## src/rtl/tstate_pkg.sv

```systemverilog
package tstate_pkg;
  localparam int unsigned NUM_ST = 6;
  localparam int unsigned ST_TI  = 0;
  localparam int unsigned ST_T1  = 1;
  localparam int unsigned ST_T2  = 2;
  localparam int unsigned ST_T1P = 3;
  localparam int unsigned ST_T2P = 4;
  localparam int unsigned ST_TH  = 5;
  typedef logic [NUM_ST-1:0] st_vec_t;
endpackage

```

## src/rtl/tstate_next.sv

```systemverilog
module tstate_next
  import tstate_pkg::*;
(
  input  st_vec_t cur_i,
  input  logic    strobe_i,
  input  logic    preq_i,
  input  logic    done_i,
  input  logic    grant_i,
  output st_vec_t nxt_o
);
  logic early_addr;
  assign early_addr = strobe_i & preq_i;

  always_comb begin
    nxt_o = '0;
    case (1'b1)
      cur_i[ST_TI]: begin
        if (grant_i)       nxt_o[ST_TH] = 1'b1;
        else if (strobe_i) nxt_o[ST_T1] = 1'b1;
        else               nxt_o[ST_TI] = 1'b1;
      end
      cur_i[ST_TH]: begin
        if (grant_i) nxt_o[ST_TH] = 1'b1;
        else         nxt_o[ST_TI] = 1'b1;
      end
      cur_i[ST_T1]: nxt_o[ST_T2] = 1'b1;
      cur_i[ST_T2]: begin
        if (done_i) begin
          // ready with strobe still pending: new cycle is non-pipelined
          if (grant_i)       nxt_o[ST_TH] = 1'b1;
          else if (strobe_i) nxt_o[ST_T1] = 1'b1;
          else               nxt_o[ST_TI] = 1'b1;
        end else if (early_addr) nxt_o[ST_T2P] = 1'b1;
        else                     nxt_o[ST_T2]  = 1'b1;
      end
      cur_i[ST_T2P]: begin
        if (done_i) nxt_o[ST_T1P] = 1'b1;
        else        nxt_o[ST_T2P] = 1'b1;
      end
      cur_i[ST_T1P]: begin
        if (early_addr) nxt_o[ST_T2P] = 1'b1;
        else            nxt_o[ST_T2]  = 1'b1;
      end
      default: nxt_o[ST_TI] = 1'b1;
    endcase
  end
endmodule

```

## src/rtl/tstate_reg.sv

```systemverilog
module tstate_reg
  import tstate_pkg::*;
#(
  parameter int unsigned RST_IDX = ST_TI
) (
  input  logic    clk_i,
  input  logic    rst_ni,
  input  st_vec_t d_i,
  output st_vec_t q_o
);
  localparam st_vec_t RST_VEC = st_vec_t'(1) << RST_IDX;

  always_ff @(posedge clk_i or negedge rst_ni) begin
    if (!rst_ni) q_o <= RST_VEC;
    else         q_o <= d_i;
  end
endmodule

```

## src/rtl/tstate_decode.sv

```systemverilog
module tstate_decode
  import tstate_pkg::*;
(
  input  st_vec_t st_i,
  input  logic    done_i,
  output logic    pipe_o,
  output logic    start_o,
  output logic    final_o
);
  assign pipe_o  = st_i[ST_T1P] | st_i[ST_T2P];
  assign start_o = st_i[ST_T1]  | st_i[ST_T1P];
  assign final_o = done_i & (st_i[ST_T2] | st_i[ST_T2P]);
endmodule

```

## src/rtl/tstate_tracker.sv

```systemverilog
module tstate_tracker
  import tstate_pkg::*;
(
  input  logic              clk_i,
  input  logic              rst_ni,
  input  logic              addr_strobe_ni,
  input  logic              pipe_req_ni,
  input  logic              cycle_done_ni,
  input  logic              bus_grant_i,
  output logic [NUM_ST-1:0] state_o,
  output logic              pipe_o,
  output logic              start_o,
  output logic              final_o
);
  st_vec_t cur_q, nxt_d;
  logic    strobe, preq, done;

  assign strobe = ~addr_strobe_ni;
  assign preq   = ~pipe_req_ni;
  assign done   = ~cycle_done_ni;

  tstate_next u_next (
    .cur_i    (cur_q),
    .strobe_i (strobe),
    .preq_i   (preq),
    .done_i   (done),
    .grant_i  (bus_grant_i),
    .nxt_o    (nxt_d)
  );

  tstate_reg #(.RST_IDX(ST_TI)) u_reg (
    .clk_i  (clk_i),
    .rst_ni (rst_ni),
    .d_i    (nxt_d),
    .q_o    (cur_q)
  );

  tstate_decode u_dec (
    .st_i    (cur_q),
    .done_i  (done),
    .pipe_o  (pipe_o),
    .start_o (start_o),
    .final_o (final_o)
  );

  assign state_o = cur_q;
endmodule

```

## config.mk

```make
export PLATFORM = sky130hd
export DESIGN_NAME = tstate_tracker
export DESIGN_NICKNAME = d
export VERILOG_FILES = /design/src/rtl/tstate_pkg.sv /design/src/rtl/tstate_next.sv /design/src/rtl/tstate_reg.sv /design/src/rtl/tstate_decode.sv /design/src/rtl/tstate_tracker.sv
export SDC_FILE = /design/constraint.sdc
export NUM_CORES = 1
export LEC_CHECK = 0
export CAP_MARGIN = 30
export CORE_AREA = 2 2 39 41
export CTS_BUF_LIST = sky130_fd_sc_hd__clkbuf_8
export DETAILED_ROUTE_END_ITERATION = 10
export DIE_AREA = 0 0 41 43
export HOLD_SLACK_MARGIN = 0.02
export SLEW_MARGIN = 15
export SYNTH_ARGS = -nofsm -noshare
export SYNTH_HDL_FRONTEND = slang
export SYNTH_SLANG_ARGS = --single-unit
```

## constraint.sdc

```tcl
create_clock -name clk_i -period 1.3 [get_ports clk_i]
set_input_delay 0.26 -clock clk_i [delete_from_list [all_inputs] [get_ports clk_i]]
set_output_delay 0.26 -clock clk_i [all_outputs]
set_load 0.05 [all_outputs]
```

==> out/metrics.yaml <==
outcome: "complete, but fails checks"
violations: "negative setup slack"
drt_iter0_markers: 1
design.core.area_mm2: 0.00138
antenna_found_initial: 0
die-area_mm2: 0.00176
areaGrowthSynthToFinish_pct: 140
rows: 14
synth_edf_count: 0
end_kind: "primary output"
ir_drop_v: 0.000805
synth-seq-cells: 6
io_pins: 15
relSlewSlack_pct: 82.6
drive_gt1_share_pct: 66.1
period_share_pct: 101
p_int_mw: 0.791
grt_pass1_wl_um: 1520
fillers: 130
numCtsBuffers: 3
ys_dominant_reg_cell: "dfrtp_1"
grt_pass1_vias: 370
cts-htree-levels: 1
async_reset_ff_share_pct: 100
power_frac_seq_pct: 24.1
remaining_drc_errors: 0
ys_top_cells_by_area: "dfrtp_1 41%, dfstp_2 8.7%, a21oi_1 6.6%, or2_2 4.1%, or3_1 4.1%"
power_leakage_nw: 0.312
setup_ws_ps: -10.3
yosysMostFrequentCell: "dfrtp_1"
drv_cap: 0
tritoncts: "done"
syn-num-nets: 37
cts-root-buf: "clkbuf_8"
syn_area_per_cell_um2: 9.77
clkLatencyLatePin_ps: 220
place.gp.congestion: 0.762
switchingPower_mw: 0.449
p_per_area_mw_per_mm2: 1700
synth_top_area_cell: "dfrtp_1"
fin_skew_ps: 0.223
min_period_ps: 1310
cp_max_fo: 3
clock-sinks: 6
die_y_um: 43
hp-class: "primary input to asynchronous set/reset pin"
pre_cts_slack_ps: -170
largest_register_ffs: 6
yosys.area.top_type_share_pct: 41.3
setup_viol: 2
grt_start_max_net_pins: 7
netlist_instances: 31
num_vias: 342
routed_wl_um: 881
tightestPinTransition_ps: 261
gr-usage-all-layers_pct: 13.0
multi_input_area_um2: 195
ant_nets: 0
cts.clk_slew.worst_paths_ps: 40
grt_overflow: 0
fin_util_pct: 52.5
fin_nets: 66
top_register: "u_reg.q_o"
fin_setup_tns_ps: -12.4
combPwrFrac_pct: 53.2
synth_area_um2: 303
ys_seq_area_share_pct: 50.0
cp-start-kind: "flip-flop"
rr_worst_depth: 3
port_buffers: 14
slew_violations: 0
diodes: 0
critPathKind: "flip-flop to primary output"
netSwitchingFraction_pct: 36.2
regArea_um2: 158
fp.dieW_um: 41
rsz0062_at_grt: "true"
dp_hpwl_um: 651
synthTopCellsByCount: "5 x dfrtp_1, 4 x a21oi_1, 3 x nor2_1"
initial_core_util_pct: 21.9
top_regs: "u_reg.q_o (6)"
clkPwrFrac_pct: 22.7
vias_per_cell: 4.56
finalHoldViolCount: 0
required_ps: 1040
critPathArrivalTime_ps: 1050
clk_path_buf_depth: 2
synth_cell_types: 19
dr.pass1.iters: 2
yosys_warnings: 0
max_freq_ghz: 0.763
routedWlPerCell_um: 11.7
power by group through the flow:
stage	combinational, mW	sequential, mW	clock [mW]
6_report	0.660	0.299	0.281
5_1_grt	0.695	0.305	0.306
4_1_cts	0.612	0.289	0.286
3_5_place_dp	0.576	0.294	0
3_3_place_gp	0.571	0.296	0
2_1_floorplan	0.165	0.416	0
worst max-delay path, cell delays in order, from the launching register on:
cell and delay [ps]:
dfrtp_2 420, or2_4 260, buf_6 150
routing by layer:
metal | part of all wire [%] | up-vias | track usage [%]
li1 | - | 166 | -
met1 | 41 | 168 | 15.1
met2 | 55 | 6 | 19.4
met3 | 3.1 | 2 | 3.14
met4 | 0.91 | 0 | 10.0
met5 | 0 | - | 0
per-stage QoR:
stage	std cells	hold WS, ps	area (µm²)	power, mW
2_1_floorplan	31	-35.6	330	0.581
3_3_place_gp	67	513	601	0.866
3_5_place_dp	67	517	601	0.870
4_1_cts	75	282	694	1.19
5_1_grt	75	294	727	1.31
6_report	75	279	727	1.24
cell type report:
cell class | count | share of cell area, %
repair buffers | 24 | 41.5
multi-input cells | 23 | 26.9
flip-flops and latches | 6 | 21.7
clock buffers | 3 | 5.68
well taps | 16 | 2.75
inverters | 2 | 1.03
clock inverters | 1 | 0.516
path summary, 6_finish.rpt:
kind                                               end                   start  slack, ps
worst max-delay path                            pipe_o  u_reg.q_o[3]$_DFF_PN0_        -10
worst min-delay path            u_reg.q_o[1]$_DFF_PN0_                  rst_ni        280
worst max register to register  u_reg.q_o[0]$_DFF_PN1_  u_reg.q_o[0]$_DFF_PN1_         30
worst min register to register  u_reg.q_o[3]$_DFF_PN0_  u_reg.q_o[5]$_DFF_PN0_        550
max in group asynchronous       u_reg.q_o[0]$_DFF_PN1_                  rst_ni        760
min in group clk_i              u_reg.q_o[3]$_DFF_PN0_  u_reg.q_o[5]$_DFF_PN0_        550
repair_timing:
| action | CTS | global route |
|---|---|---|
| cloned | 0 | 0 |
| hold buffers | 0 | 0 |
| buffers inserted | 4 | 0 |
| endpoints found under the setup margin | 3 | 7 |
| pin swaps | 0 | 3 |
| gates resized for setup | 7 | 7 |
cell usage in the layout (no fill, tap or decap), types with 2 or more instances in the layout:
cell type | Yosys | final
dfrtp_2 | 0 | 5
buf_4 | 0 | 7
buf_6 | 0 | 4
or3_4 | 1 | 2
buf_12 | 0 | 7
inv_1 | 2 | 3
a21oi_1 | 4 | 3
clkbuf_8 | 0 | 3
clkdlybuf4s50_1 | 0 | 4
or2_4 | 0 | 2
kinds of logic after synthesis:
group | share of synthesized area, %
compound gates | 12.4
flops | 50.0
simple gates | 31.4
buf+inv | 2.48
mux | 3.72
(Power assumes the default switching activity.)
